### src/rtl/lrs_pkg.sv
package lrs_pkg;

    localparam int LEAD_CLKS   = 16;
    localparam int SLOT_CLKS   = 4;
    localparam int TRIG_PHASE  = 2;
    localparam int INTEG_DELAY = 8;

    typedef enum logic [2:0] {
        RD_IDLE,
        RD_LEAD,
        RD_WAIT,
        RD_SLOT,
        RD_EOS
    } rd_state_e;

    typedef struct packed {
        logic tick;
        logic rst_rise;
        logic rst_fall;
    } line_evt_t;

    function automatic logic in_readout(input rd_state_e s);
        return (s == RD_SLOT) || (s == RD_EOS);
    endfunction

endpackage

### src/rtl/lrs_edge_detect.sv
module lrs_edge_detect
    import lrs_pkg::*;
(
    input  logic      clk,
    input  logic      rst,
    input  logic      line_clk,
    input  logic      line_rst,
    output line_evt_t evt
);
    logic lc_q;
    logic lr_q;

    always_ff @(posedge clk) begin
        if (rst) begin
            lc_q <= 1'b0;
            lr_q <= 1'b0;
        end else begin
            lc_q <= line_clk;
            if (evt.tick) lr_q <= line_rst;
        end
    end

    always_comb begin
        evt.tick     = lc_q & ~line_clk;
        evt.rst_rise = evt.tick & line_rst & ~lr_q;
        evt.rst_fall = evt.tick & ~line_rst & lr_q;
    end
endmodule

### src/rtl/lrs_integ_window.sv
module lrs_integ_window
    import lrs_pkg::*;
#(
    parameter int DELAY = INTEG_DELAY
) (
    input  logic      clk,
    input  logic      rst,
    input  line_evt_t evt,
    output logic      integ
);
    localparam int CW = $clog2(DELAY + 1);

    logic [CW-1:0] open_cnt, close_cnt;
    logic          open_busy, close_busy;

    always_ff @(posedge clk) begin
        if (rst) begin
            open_cnt   <= '0;
            close_cnt  <= '0;
            open_busy  <= 1'b0;
            close_busy <= 1'b0;
            integ      <= 1'b0;
        end else if (evt.tick) begin
            if (evt.rst_rise) begin
                open_busy <= 1'b1;
                open_cnt  <= '0;
            end else if (open_busy) begin
                if (open_cnt == CW'(DELAY - 1)) begin
                    open_busy <= 1'b0;
                    integ     <= 1'b1;
                end else begin
                    open_cnt <= open_cnt + 1'b1;
                end
            end

            if (evt.rst_fall) begin
                close_busy <= 1'b1;
                close_cnt  <= '0;
            end else if (close_busy) begin
                if (close_cnt == CW'(DELAY - 1)) begin
                    close_busy <= 1'b0;
                    integ      <= 1'b0;
                end else begin
                    close_cnt <= close_cnt + 1'b1;
                end
            end
        end
    end
endmodule

### src/rtl/lrs_readout.sv
module lrs_readout
    import lrs_pkg::*;
#(
    parameter int NPIX = 64,
    localparam int IDXW = $clog2(NPIX)
) (
    input  logic            clk,
    input  logic            rst,
    input  line_evt_t       evt,
    input  logic            slave_mode,
    input  logic            ext_start_n,
    output logic            pix_valid,
    output logic [IDXW-1:0] pix_idx,
    output logic            trig,
    output logic            eos_n,
    output logic            err
);
    localparam int LW = $clog2(LEAD_CLKS + 1);
    localparam int SW = $clog2(SLOT_CLKS);

    rd_state_e       state;
    logic [LW-1:0]   lead_cnt;
    logic [SW-1:0]   sub;

    always_ff @(posedge clk) begin
        if (rst) begin
            state     <= RD_IDLE;
            lead_cnt  <= '0;
            sub       <= '0;
            pix_valid <= 1'b0;
            pix_idx   <= '0;
            trig      <= 1'b0;
            eos_n     <= 1'b1;
            err       <= 1'b0;
        end else begin
            trig <= 1'b0;
            if (evt.rst_rise && in_readout(state)) err <= 1'b1;
            if (evt.tick) begin
                unique case (state)
                    RD_IDLE: begin
                        if (evt.rst_fall) begin
                            if (slave_mode) begin
                                state <= RD_WAIT;
                            end else begin
                                state    <= RD_LEAD;
                                lead_cnt <= LW'(1);
                            end
                        end
                    end
                    RD_LEAD: begin
                        if (lead_cnt == LW'(LEAD_CLKS)) begin
                            state     <= RD_SLOT;
                            sub       <= '0;
                            pix_idx   <= '0;
                            pix_valid <= 1'b1;
                        end else begin
                            lead_cnt <= lead_cnt + 1'b1;
                        end
                    end
                    RD_WAIT: begin
                        if (!ext_start_n) begin
                            state     <= RD_SLOT;
                            sub       <= '0;
                            pix_idx   <= '0;
                            pix_valid <= 1'b1;
                        end
                    end
                    RD_SLOT: begin
                        if (sub == SW'(SLOT_CLKS - 1)) begin
                            sub <= '0;
                            if (pix_idx == IDXW'(NPIX - 1)) begin
                                state     <= RD_EOS;
                                pix_valid <= 1'b0;
                                pix_idx   <= '0;
                                eos_n     <= 1'b0;
                            end else begin
                                pix_idx <= pix_idx + 1'b1;
                            end
                        end else begin
                            sub <= sub + 1'b1;
                            if (sub == SW'(TRIG_PHASE - 1)) trig <= 1'b1;
                        end
                    end
                    RD_EOS: begin
                        if (sub == SW'(SLOT_CLKS - 1)) begin
                            state <= RD_IDLE;
                            sub   <= '0;
                            eos_n <= 1'b1;
                        end else begin
                            sub <= sub + 1'b1;
                        end
                    end
                    default: state <= RD_IDLE;
                endcase
            end
        end
    end
endmodule

### src/rtl/lrs_sequencer.sv
module lrs_sequencer
    import lrs_pkg::*;
#(
    parameter int NPIX = 64,
    localparam int IDXW = $clog2(NPIX)
) (
    input  logic            clk,
    input  logic            rst,
    input  logic            line_clk,
    input  logic            line_rst,
    input  logic            slave_mode,
    input  logic            ext_start_n,
    output logic            integ,
    output logic            pix_valid,
    output logic [IDXW-1:0] pix_idx,
    output logic            trig,
    output logic            eos_n,
    output logic            err
);
    line_evt_t evt;

    lrs_edge_detect u_edge (
        .clk      (clk),
        .rst      (rst),
        .line_clk (line_clk),
        .line_rst (line_rst),
        .evt      (evt)
    );

    lrs_integ_window #(.DELAY(INTEG_DELAY)) u_integ (
        .clk   (clk),
        .rst   (rst),
        .evt   (evt),
        .integ (integ)
    );

    lrs_readout #(.NPIX(NPIX)) u_rd (
        .clk         (clk),
        .rst         (rst),
        .evt         (evt),
        .slave_mode  (slave_mode),
        .ext_start_n (ext_start_n),
        .pix_valid   (pix_valid),
        .pix_idx     (pix_idx),
        .trig        (trig),
        .eos_n       (eos_n),
        .err         (err)
    );
endmodule

### config.mk
export PLATFORM = sky130hd
export DESIGN_NAME = lrs_sequencer
export DESIGN_NICKNAME = d
export VERILOG_FILES = /design/src/rtl/lrs_pkg.sv /design/src/rtl/lrs_edge_detect.sv /design/src/rtl/lrs_integ_window.sv /design/src/rtl/lrs_readout.sv /design/src/rtl/lrs_sequencer.sv
export SDC_FILE = /design/constraint.sdc
export NUM_CORES = 1
export LEC_CHECK = 0
export ABC_AREA = 1
export ABC_CLOCK_PERIOD_IN_PS = 1500
export BUFFER_PORTS_ARGS = -buffer_cell sky130_fd_sc_hd__buf_4
export CAP_MARGIN = 20
export CELL_PAD_IN_SITES_DETAIL_PLACEMENT = 1
export CELL_PAD_IN_SITES_GLOBAL_PLACEMENT = 2
export CORE_UTILIZATION = 34
export CTS_CLUSTER_DIAMETER = 60
export DETAILED_ROUTE_END_ITERATION = 7
export PLACE_DENSITY_LB_ADDON = 0.1
export SYNTH_ARGS = -nofsm -noshare
export SYNTH_HDL_FRONTEND = slang
export SYNTH_HIERARCHICAL = 1
export SYNTH_SLANG_ARGS = --single-unit
### constraint.sdc
create_clock -name clk -period 1.5 [get_ports clk]
set_input_delay 0.15 -clock clk [delete_from_list [all_inputs] [get_ports clk]]
set_output_delay 0.15 -clock clk [all_outputs]
set_load 0.03 [all_outputs]
==> out/summary.md <==
Die
- **vertical die dimension** 79.9 um
- **I/O pin cnt** 17
- **Total Die Area** 0.00638 sq mm
- **standard-cell row count** 27
- **chip width** 79.9 um
- **total core area** 0.00568 sq mm
- **initial core utilization** 0.363

Route
- **met3 wire length** 87 um
- **wire per inst** 13.4 um
- **DRT Wirelength** 5.40 mm
- **met2 WL post-DR** 2.52 mm
- **DRC violations left** 0
- **Met1 Wirelength** 2.75 mm
- **top routing layer used** met4
- **Via Count** 1909
- **First-pass DRT Iterations** 4
- **initial DRC count** 45
- **count of antenna-violating nets left after detailed routing** 0
- **detail-routed via count per cell** 4.75

Layout
- **antenna diode count** 0
- **Filler Cells Inserted** 741
- **layout overhead on the synthesized area** 24.0%
- **Layout Cells excl Fill** 402
- **Post-layout nets** 343
- **share of post-route cells with drive strength above 1** 0.333

Critical path
- **critical path buffer and inverter count** 2
- **Max stage delay on crit path** 310 ps
- **startpoint class of the critical path** flip-flop
- **startpoint of the most critical register-to-register path** u_rd/lead_cnt[0]$_SDFFE_PP0P_
- **family with the most delay on the worst path** simple AND/OR/NAND/NOR gates
- **slowest CP cell** dfxtp_1
- **destination of the worst register-to-register timing path** u_rd/pix_idx[5]$_SDFFE_PP0P_
- **sort of element at the end of the critical path** flip-flop
- **crit path kind** flip-flop to flip-flop
- **worst-path cell chain** inv_1, ha_4, nand2_1, nor2_2, nor2_4, nor2_8, buf_12, nand2_4, a21oi_2, nor2_1
- **endpoint required time on the critical path** 1680 ps
- **Register-to-Register Setup Slack** 100 ps
- **critical path data arrival time** 1580 ps
- **worst-path fanout max** 5
- **number of cell instances on the worst register-to-register path** 10

Hold path
- **worst min-delay path endpoint** u_edge/lc_q$_SDFF_PP0_
- **worst min-delay path class** primary input to flip-flop
- **critical hold path startpoint** line_clk
- **Worst Hold Depth** 3

Global route
- **initial antenna violation count** 0
- **first-pass GRT wire length** 9.28 mm
- **number of global-route vias before repair** 1943
- **overall routing resource usage** 0.191
- **pin count of the biggest net entering global routing** 18
- **GR Overflow Total** 0

STA
- **Final Worst Setup Slack** 100 ps
- **Final Cycle Share** 0.933
- **worst slew margin relative to its limit** 0.696
- **Fmax achieved** 714 MHz
- **final count of pins violating max slew** 0
- **number of endpoints with negative hold slack in the final report** 0
- **worst setup skew after layout** 4.72 ps
- **Setup-failing EPs final** 0
- **final critical-path required period** 1400 ps
- **actual transition at the worst max-transition pin** 455 ps

Synthesis
- **number of synthesized register bits** 33
- **count of unique library cells instantiated by Yosys** 29
- **cell area after synthesis** 0.00206 sq mm
- **total of warnings raised by yosys** 6
- **number of enable flip-flop cells after synthesis** 0
- **Seq/Total Area, Yosys** 0.320
- **Post-Syn Nets** 302
- **Post-Synthesis Mean Instance Area** 7.13 sq um
- **ranking of synthesized cells by area** dfxtp_1 32%, nand2_1 11%, nor2_1 6.9%
- **post-synthesis cell count** 289
- **top-count cell post-synth** nand2_1
- **most frequently used flop master after synthesis** dfxtp_1
- **post-synthesis async set-or-reset flop share** 0
- **library cell with the largest summed area after synthesis** dfxtp_1
- **fraction of synthesized cell area taken by the top area cell type** 0.320
- **top cells by instance count after synthesis** 62 x nand2_1, 38 x nor2_1, 33 x dfxtp_1

Power
- **power per cell area** 653 mW/mm^2
- **share of total power in combinational logic** 0.054
- **relative contribution of sequential cells to total power** 0.527
- **power dissipated by switching net loads** 392 uW
- **Max VDD drop** 0.000447 V
- **Power Total** 1.67 mW
- **leakage power** 1.11 nW
- **internal cell power** 1.28 mW
- **Net Sw Frac** 0.235
- **portion of total power attributed to the clock network** 0.418

Placed design
- **Cells after DPL** 392
- **weighted congestion reported at the end of routability-driven placement** 0.777
- **worst slack at placement** -24.8 ps
- **HPWL after detailed placement** 3.99 mm
- **IO Port Bufs** 16

Clocking
- **Post-CTS Hold Buffers** 0
- **Clock Pin Slew Worst Setup and Hold Paths** 70 ps
- **root buffer selected by CTS** clkbuf_8
- **number of buffers created by CTS** 5
- **H-tree depth** 2
- **maximum number of buffers from clock root to sink** 2
- **clock latency reported for the late side of the worst-skew pair** 280 ps
- **Clock Sink Count** 33
- **TritonCTS clock tree** built

Flow run
- **Max Cap Viol** 0

Status
- **result of the run** completed

-- cell families after synthesis --
| family | after synthesis | share of synthesized area |
|---|---|---|
| DFF | 33 | 0.320 |
| AOI/OAI and AO/OA | 35 | 0.0983 |
| and+or+nand+nor | 172 | 0.445 |
| buffers and inverters | 41 | 0.0892 |
| xor gates and xnor gates | 1 | 0.00425 |
| adders and majority gates | 7 | 0.0425 |
-- cell usage in the layout (no fill, tap or decap), drive strengths merged --
master	synthesis	layout
a31oi	1	1
nor3	1	1
nand3	38	38
buf	3	37
xnor2	1	1
a21oi	28	28
clkbuf	1	8
dfxtp	33	33
nand4	6	6
nand2	76	76
o21ai	6	6
ha	7	7
nor2	48	48
and3	2	2
nand3b	1	1
inv	37	37
-- sequential cells by signal (all words and copies together) (netlist names) --
| signal | count |
|---|---|
| u_edge/lc_q | 1 |
| u_edge/lr_q | 1 |
| u_integ/close_busy | 1 |
| u_integ/close_cnt | 4 |
| u_integ/integ | 1 |
| u_integ/open_busy | 1 |
| u_integ/open_cnt | 4 |
| u_rd/eos_n | 1 |
| u_rd/err | 1 |
| u_rd/lead_cnt | 5 |
| u_rd/pix_idx | 6 |
| u_rd/pix_valid | 1 |
| u_rd/state | 3 |
| u_rd/sub | 2 |
| u_rd/trig | 1 |
-- per-stage QoR --
| stage | hold slack [ps] | TNS, ps | util | area [sq um] |
|---|---|---|---|---|
| after floorplan | 212 | 0 | - | 2060 |
| after global placement | 377 | 0 | 0.418 | 2370 |
| after detailed placement | 391 | -24.8 | 0.418 | 2370 |
| after CTS | 87.2 | 0 | 0.438 | 2490 |
| after global routing | 99.0 | -21.8 | 0.451 | 2560 |
| final | 94.5 | 0 | 0.451 | 2560 |
-- tightest hold or removal path, cell delays in order --
cell and delay [ps]:
buf_4 80, inv_2 40, nor2_1 70
-- power by group through the flow --
stage	Sequential, mW	Clock (mW)	Combinational, mW
after CTS	0.881	0.731	0.0850
after detailed placement	0.901	0	0.0776
after floorplan	0.901	0	0.0538
after global routing	0.881	0.793	0.102
after global placement	0.901	0	0.0771
final	0.881	0.699	0.0909
-- how the worst max path moves through the flow --
stage                             startpoint                            end  slack [ps]  cells after the start
6_report       u_rd/lead_cnt[0]$_SDFFE_PP0P_   u_rd/pix_idx[5]$_SDFFE_PP0P_         100                     10
2_1_floorplan   u_rd/pix_idx[0]$_SDFFE_PP0P_     u_rd/state[0]$_SDFFE_PP0P_           4                      8
3_3_place_gp   u_rd/lead_cnt[1]$_SDFFE_PP0P_   u_rd/pix_idx[5]$_SDFFE_PP0P_          20                      9
4_1_cts               u_edge/lc_q$_SDFF_PP0_  u_rd/lead_cnt[1]$_SDFFE_PP0P_          20                     10
5_1_grt               u_edge/lc_q$_SDFF_PP0_     u_rd/state[2]$_SDFFE_PP0P_         -10                     11
3_5_place_dp   u_rd/lead_cnt[1]$_SDFFE_PP0P_   u_rd/pix_idx[5]$_SDFFE_PP0P_         -20                      9
-- layer usage --
metal | global-route usage | up-vias
met5 | 0 | -
met4 | 0.0411 | 0
met3 | 0.0560 | 4
met2 | 0.299 | 11
met1 | 0.257 | 883
li1 | - | 1011
-- cell type report --
cell class	instances	area (sq um)	share of cell area
inverters	37	141	0.0553
multi-input cells	215	1250	0.490
flip-flops and latches	33	667	0.261
clock buffers	7	86.3	0.0338
repair buffers	38	319	0.125
well taps	72	90.1	0.0352
-- timing repair --
action	in CTS	in global routing
pin swaps	1	7
gates cloned	0	1
endpoints found under the setup margin	6	16
buffers inserted	2	0
resized for setup	0	13
Power figures use the tool's default switching activity.
